## config.mk

```make
export PLATFORM = sky130hd
export DESIGN_NAME = sar_rx
export DESIGN_NICKNAME = d
export VERILOG_FILES = /design/src/rtl/sar_pkg.sv /design/src/rtl/sar_edge.sv /design/src/rtl/sar_ctrl.sv /design/src/rtl/sar_lane.sv /design/src/rtl/sar_rx.sv
export SDC_FILE = /design/constraint.sdc
export NUM_CORES = 1
export LEC_CHECK = 0
export ABC_AREA = 1
export BUFFER_PORTS_ARGS = -buffer_cell sky130_fd_sc_hd__buf_2
export CORE_AREA = 2 2 216 218
export CTS_CLUSTER_DIAMETER = 40
export DETAILED_ROUTE_END_ITERATION = 12
export DIE_AREA = 0 0 218 220
export PLACE_DENSITY = 0.59
export REMOVE_ABC_BUFFERS = 1
export SLEW_MARGIN = 0
export SYNTH_ARGS = -nofsm -noshare
export SYNTH_HDL_FRONTEND = slang
export SYNTH_HIERARCHICAL = 1
export SYNTH_SLANG_ARGS = --single-unit
```

## constraint.sdc

```tcl
create_clock -name clk -period 6.3 [get_ports clk]
set_input_delay 1.26 -clock clk [delete_from_list [all_inputs] [get_ports clk]]
set_output_delay 1.26 -clock clk [all_outputs]
set_load 0.01 [all_outputs]
```

## src/rtl/sar_pkg.sv

```systemverilog
package sar_pkg;

   typedef enum logic [1:0] {
      FMT_RJ  = 2'd0,
      FMT_I2S = 2'd1,
      FMT_LJ  = 2'd2,
      FMT_DSP = 2'd3
   } fmt_e;

   typedef struct packed {
      fmt_e       fmt;
      logic [4:0] wlen;
   } cfg_t;

   localparam int unsigned MAX_WORD = 24;

   // Joint framing / word-length decode
   function automatic cfg_t decode_mode(input logic [2:0] code);
      cfg_t c;
      case (code)
         3'd0:    c = '{fmt: FMT_RJ,  wlen: 5'd16};
         3'd1:    c = '{fmt: FMT_RJ,  wlen: 5'd20};
         3'd2:    c = '{fmt: FMT_RJ,  wlen: 5'd24};
         3'd3:    c = '{fmt: FMT_I2S, wlen: 5'd16};
         3'd4:    c = '{fmt: FMT_I2S, wlen: 5'd20};
         3'd5:    c = '{fmt: FMT_I2S, wlen: 5'd24};
         3'd6:    c = '{fmt: FMT_LJ,  wlen: 5'd24};
         default: c = '{fmt: FMT_DSP, wlen: 5'd16};
      endcase
      return c;
   endfunction

endpackage

```

## src/rtl/sar_edge.sv

```systemverilog
module sar_edge #(
   parameter int LANES = 3
) (
   input  logic             clk,
   input  logic             rst_n,
   input  logic             bclk_i,
   input  logic             lrclk_i,
   input  logic [LANES-1:0] sdata_i,
   output logic             bit_stb,
   output logic             lr_bit,
   output logic [LANES-1:0] dat_bit
);

   logic bclk_r, bclk_d;

   always_ff @(posedge clk) begin
      if (!rst_n) begin
         bclk_r  <= 1'b0;
         bclk_d  <= 1'b0;
         lr_bit  <= 1'b0;
         dat_bit <= '0;
      end else begin
         bclk_r  <= bclk_i;
         bclk_d  <= bclk_r;
         lr_bit  <= lrclk_i;
         dat_bit <= sdata_i;
      end
   end

   assign bit_stb = bclk_r & ~bclk_d;

endmodule

```

## src/rtl/sar_ctrl.sv

```systemverilog
module sar_ctrl
   import sar_pkg::*;
#(
   parameter int SLOT_W = 6
) (
   input  logic clk,
   input  logic rst_n,
   input  logic bit_stb,
   input  logic lr_bit,
   input  cfg_t cfg,
   input  logic mode_chg,
   output logic cap_en,
   output logic cap_right,
   output logic cap_old,
   output logic frame_done,
   output logic busy_o
);

   localparam logic [SLOT_W-1:0] SLOT_MAX    = '1;
   localparam int                RISES_NEED  = 3;
   localparam int                RCNT_W      = $clog2(RISES_NEED);

   logic              lr_prev, synced, left_seen;
   logic [SLOT_W-1:0] idx_q, slot, wl_s, wl2_s;
   logic [RCNT_W-1:0] rise_cnt;
   logic              lr_rise, lr_any, marker;
   logic              hit, right, old;

   assign lr_rise = bit_stb & lr_bit & ~lr_prev;
   assign lr_any  = bit_stb & (lr_bit ^ lr_prev);
   assign marker  = (cfg.fmt == FMT_DSP) ? lr_rise : lr_any;
   assign wl_s    = SLOT_W'(cfg.wlen);
   assign wl2_s   = wl_s << 1;

   always_comb begin
      if (marker)                slot = '0;
      else if (idx_q == SLOT_MAX) slot = idx_q;
      else                       slot = idx_q + 1'b1;
   end

   always_comb begin
      hit   = 1'b0;
      right = lr_bit;
      old   = 1'b0;
      case (cfg.fmt)
         FMT_LJ:  hit = (slot == wl_s - 1'b1);
         FMT_I2S: hit = (slot == wl_s);
         FMT_RJ: begin
            hit   = marker;
            right = lr_prev;
            old   = 1'b1;
         end
         default: begin
            hit   = (slot == wl_s) || (slot == wl2_s);
            right = (slot == wl2_s);
         end
      endcase
   end

   assign cap_en    = hit & bit_stb & synced & ~busy_o;
   assign cap_right = right;
   assign cap_old   = old;

   always_ff @(posedge clk) begin
      if (!rst_n) begin
         lr_prev    <= 1'b0;
         idx_q      <= '0;
         synced     <= 1'b0;
         left_seen  <= 1'b0;
         rise_cnt   <= '0;
         busy_o     <= 1'b1;
         frame_done <= 1'b0;
      end else begin
         frame_done <= cap_en & right & left_seen;
         if (bit_stb) begin
            lr_prev <= lr_bit;
            idx_q   <= slot;
         end
         if (mode_chg) begin
            synced    <= 1'b0;
            busy_o    <= 1'b1;
            rise_cnt  <= '0;
            left_seen <= 1'b0;
         end else begin
            if (marker) synced <= 1'b1;
            if (busy_o && lr_rise) begin
               if (rise_cnt == RCNT_W'(RISES_NEED - 1)) busy_o <= 1'b0;
               else rise_cnt <= rise_cnt + 1'b1;
            end
            if (cap_en) left_seen <= ~right;
         end
      end
   end

endmodule

```

## src/rtl/sar_lane.sv

```systemverilog
module sar_lane
   import sar_pkg::*;
#(
   parameter int OUT_W = 24
) (
   input  logic             clk,
   input  logic             rst_n,
   input  logic             bit_stb,
   input  logic             din,
   input  logic             cap_en,
   input  logic             cap_right,
   input  logic             cap_old,
   input  logic [4:0]       wlen,
   output logic [OUT_W-1:0] left_o,
   output logic [OUT_W-1:0] right_o
);

   logic [MAX_WORD-1:0] sh, word;
   logic [OUT_W-1:0]    ext;

   assign word = cap_old ? sh : {sh[MAX_WORD-2:0], din};

   always_comb begin
      for (int i = 0; i < OUT_W; i++) begin
         if (i < int'(wlen)) ext[i] = word[i];
         else                ext[i] = word[wlen - 5'd1];
      end
   end

   always_ff @(posedge clk) begin
      if (!rst_n) begin
         sh      <= '0;
         left_o  <= '0;
         right_o <= '0;
      end else begin
         if (bit_stb) sh <= {sh[MAX_WORD-2:0], din};
         if (cap_en) begin
            if (cap_right) right_o <= ext;
            else           left_o  <= ext;
         end
      end
   end

endmodule

```

## src/rtl/sar_rx.sv

```systemverilog
module sar_rx
   import sar_pkg::*;
#(
   parameter int LANES  = 3,
   parameter int OUT_W  = 24,
   parameter int SLOT_W = 6
) (
   input  logic                     clk,
   input  logic                     rst_n,
   input  logic [2:0]               mode_i,
   input  logic                     bclk_i,
   input  logic                     lrclk_i,
   input  logic [LANES-1:0]         sdata_i,
   output logic [2*LANES*OUT_W-1:0] sample_o,
   output logic                     valid_o
);

   localparam int NCH = 2 * LANES;

   if (LANES < 1)            begin : g_bad_lanes  $error("LANES must be at least 1");  end
   if (OUT_W < MAX_WORD)     begin : g_bad_width  $error("OUT_W below word width");     end
   if (SLOT_W < 6)           begin : g_bad_slot   $error("SLOT_W too small for 33 slots"); end

   logic [2:0]           mode_q;
   logic                 mode_chg, rcv_busy;
   cfg_t                 cfg;
   logic                 bit_stb, lr_bit;
   logic [LANES-1:0]     dat_bit;
   logic                 cap_en, cap_right, cap_old, frame_done;
   logic [NCH*OUT_W-1:0] stage_all;

   assign cfg      = decode_mode(mode_i);
   assign mode_chg = (mode_i != mode_q);

   always_ff @(posedge clk) begin
      if (!rst_n) mode_q <= mode_i;
      else        mode_q <= mode_i;
   end

   sar_edge #(.LANES(LANES)) u_edge (
      .clk     (clk),
      .rst_n   (rst_n),
      .bclk_i  (bclk_i),
      .lrclk_i (lrclk_i),
      .sdata_i (sdata_i),
      .bit_stb (bit_stb),
      .lr_bit  (lr_bit),
      .dat_bit (dat_bit)
   );

   sar_ctrl #(.SLOT_W(SLOT_W)) u_ctrl (
      .clk        (clk),
      .rst_n      (rst_n),
      .bit_stb    (bit_stb),
      .lr_bit     (lr_bit),
      .cfg        (cfg),
      .mode_chg   (mode_chg),
      .cap_en     (cap_en),
      .cap_right  (cap_right),
      .cap_old    (cap_old),
      .frame_done (frame_done),
      .busy_o     (rcv_busy)
   );

   for (genvar g = 0; g < LANES; g++) begin : g_lane
      sar_lane #(.OUT_W(OUT_W)) u_lane (
         .clk       (clk),
         .rst_n     (rst_n),
         .bit_stb   (bit_stb),
         .din       (dat_bit[g]),
         .cap_en    (cap_en),
         .cap_right (cap_right),
         .cap_old   (cap_old),
         .wlen      (cfg.wlen),
         .left_o    (stage_all[(2*g)*OUT_W +: OUT_W]),
         .right_o   (stage_all[(2*g+1)*OUT_W +: OUT_W])
      );
   end

   always_ff @(posedge clk) begin
      if (!rst_n) begin
         sample_o <= '0;
         valid_o  <= 1'b0;
      end else if (mode_chg || rcv_busy) begin
         sample_o <= '0;
         valid_o  <= 1'b0;
      end else begin
         valid_o <= frame_done;
         if (frame_done) sample_o <= stage_all;
      end
   end

endmodule

```

==> impl_metrics.tcl <==
set metrics [dict create \
    synth_most_common_cell "dfxtp_1" \
    maxCapViolCount 0 \
    initial_core_util 0.393 \
    place_ws_ns 1.30 \
    die-area_um2 48000 \
    postSynthCellCount 2237 \
    r2r_start "u_ctrl/idx_q[0]" \
    drc 0 \
    status "finished, final reports clean" \
    antenna_found_initial 0 \
    synth_flop_cell "dfxtp_1" \
    worstHoldEndpoint "u_ctrl/frame_done" \
    synthArstFlopShare 0 \
    fmax_mhz 230 \
    critPathKind "in2reg" \
    fin_crit_sh 0.689 \
    hold_ws_ns 0.426 \
    rr_worst_depth 16 \
    h-tree-depth 2 \
    synth.distinct_cells 37 \
    rows 79 \
    synth_top_area_share 0.425 \
    rrSetupSlack_ns 2.86 \
    cts_buffers 56 \
    pwr_density_cell_nw_per_um2 306 \
    yosysTopAreaCell "dfxtp_1" \
    multiInputGateArea_um2 9040 \
    synth.cell_area_um2 18000 \
    clk_path_buf_depth 3 \
    yosys_warnings 6 \
    cts_resized 0 \
    hold_depth 2 \
    vias 15000 \
    totalWireLength_mm 44.9 \
    die_w_um 218 \
    synth_common_cells "383 x dfxtp_1, 326 x nand2_1, 245 x o21ai_0, 233 x nor2_1, 206 x a21oi_1" \
    crit_path_max_fanout 48 \
    cts-root-buf "clkbuf_16" \
    ff_latch_area_um2 7670 \
    fin_nets 2383 \
    io_buffers 154 \
    grt_pass1_vias 14400 \
    wl_met2_mm 20.6 \
    synth_edf_count 0 \
    start_kind "input port" \
    fin_cells 3009 \
    grt_max_degree 120 \
    synth-seq-cells 383 \
    crit_arrival_ns 4.86 \
    ir_drop_mv 0.197 \
    crit_required_ns 6.82 \
    globalplace.congestion 0.870 \
    syn_area_per_cell_um2 8.06 \
    track_usage 0.188 \
    yosysSeqAreaShare 0.425 \
    min_path_type "reg2reg" \
    layout_min_cycle_time_ns 4.34 \
    hold_start "u_ctrl/left_seen" \
    worst_slack_ns 1.96 \
    die_h_um 220 \
    regToRegEndpoint "g_lane[1].u_lane/left_o[19]" \
    cts_sinks 383 \
    cts_tree "yes" \
    worstSetupEndpointType "register" \
    fin_skew_ns 0.0181 \
    hold_viol 0 \
    yosys-top-cells-area "dfxtp_1 43%, mux2i_1 8.0%, o21ai_0 6.8%" \
    fp.coreArea_um2 45900 \
    grt_pass1_wl_mm 74.1 \
    grt_overflow 0 \
    rsz0062_at_grt "no" \
    fillCellCount 4606 \
    dp_cells 2909 \
    dp_hpwl_mm 29.6 \
    detail-route-antenna-nets 0 \
    drv_slew 0 \
    clk_pin_slew_ns 0.06 \
    dr.pass1.iters 5 \
    wl_per_cell_um 14.9 \
    clkLatencyLatePin_ns 0.60 \
    fin_util 0.456 \
    p_leak_uw 0.00879 \
    ctsHoldBuffers 0 \
    drive_above_1_share 0.178 \
    drt_iter0_drc 863 \
    tightest_slew_ns 1.17 \
    insertedDiodeCount 0 \
    met3_length_mm 1.64 \
    wl_met1_mm 21.5 \
    setup_viol 0 \
    relSlewSlack 0.220 \
    viasPerCell 4.98 \
    area.growth.synth_to_final_pct 16.1 \
    io_pins 155 \
    highest_layer "met4" \
    post_cts.repair.setup_buffers 0 \
]
==> worst max path at each step <==
stage          depth (start not counted)                     endpoint  startpoint
2_1_floorplan                          3                sample_o[100]   mode_i[0]
3_3_place_gp                          20   g_lane[1].u_lane/left_o[3]   mode_i[2]
3_5_place_dp                          20  g_lane[1].u_lane/left_o[19]   mode_i[2]
4_1_cts                               20  g_lane[1].u_lane/left_o[19]   mode_i[2]
5_1_grt                               20  g_lane[2].u_lane/left_o[15]   mode_i[2]
6_report                              20  g_lane[1].u_lane/left_o[19]   mode_i[2]
==> critical path, stage by stage <==
cell     delay [ns]
buf_2          0.11
inv_2          0.06
o21ai_0        0.33
ha_1           0.34
inv_1          0.06
nand2_1        0.07
nor2_2         0.05
nor2_4         0.31
nand2_1        0.19
nand2_1        0.09
nand2_1        0.05
nor2_1         0.14
nand3_1        0.10
nand3_1        0.09
nand2_1        0.07
nor2_2         0.27
inv_1          0.12
nor2_4         0.75
o21ai_0        0.20
a21oi_1        0.17
==> cell usage in the layout, fill, tap and decap left out, types with 8 or more instances in the layout <==
master,n
nor2_4,59
o21ai_1,13
dfxtp_1,382
nand2_1,326
clkbuf_16,58
mux2i_1,144
nand3_1,177
nor2_2,8
conb_1,44
nand3b_1,9
buf_4,15
o21ai_0,245
inv_1,142
nand3_2,67
bufinv_16,8
nor2_1,229
a21oi_1,205
nand4_1,13
buf_2,153
ha_1,12
==> power by group <==
group | internal [µW] | switching, µW | leakage, µW
Combinational | 184 | 433 | 0.00472
Clock | 2080 | 1200 | 0.000966
Sequential | 2460 | 30.9 | 0.00310
==> metal layers <==
layer / vias up / GRT usage
met3: 68 / 0.0319
met4: 0 / 0.0569
met1: 6974 / 0.248
li1: 7686 / -
met5: - / 0
met2: 246 / 0.313
==> through the flow <==
stage | power, µW | TNS, ns | cell area [µm²]
after floorplan | 2980 | -248.53 | 17200
after CTS | 6440 | 0 | 20900
final | 6390 | 0 | 20900
after global placement | 3130 | 0 | 18900
after detailed placement | 3130 | 0 | 18900
after global routing | 6670 | 0 | 20900
==> registers in the layout, summed over array words and instances, names as in the netlist, 2 cells and up <==
signal	count
sample_o	144
g_lane.u_lane/left_o	72
g_lane.u_lane/right_o	72
g_lane.u_lane/sh	72
u_ctrl/idx_q	6
mode_q	3
u_edge/dat_bit	3
u_ctrl/rise_cnt	2
==> cell type report <==
| cell class | instances | share of cell area |
|---|---|---|
| Clock buffer | 67 | 0.0729 |
| Tap cell | 607 | 0.0363 |
| Inverter | 149 | 0.0270 |
| Timing Repair Buffer | 169 | 0.0425 |
| Multi-Input combinational cell | 1601 | 0.432 |
| Sequential cell | 383 | 0.367 |
| Clock inverter | 33 | 0.0228 |
==> logic make-up (layout without fill, tap and decap cells) <==
group	count (synthesis)	in the layout	synth area share
AO/OA/AOI/OAI	483	483	0.137
XOR/XNOR	14	14	0.00764
adder cells (fa/ha/maj)	13	13	0.00903
buffers and inverters	295	418	0.0844
flip-flops	383	383	0.425
multiplexers	144	144	0.0800
other	2	44	0.000417
AND/OR/NAND/NOR	903	903	0.256
Note: power is estimated with default switching activity, not from simulation.
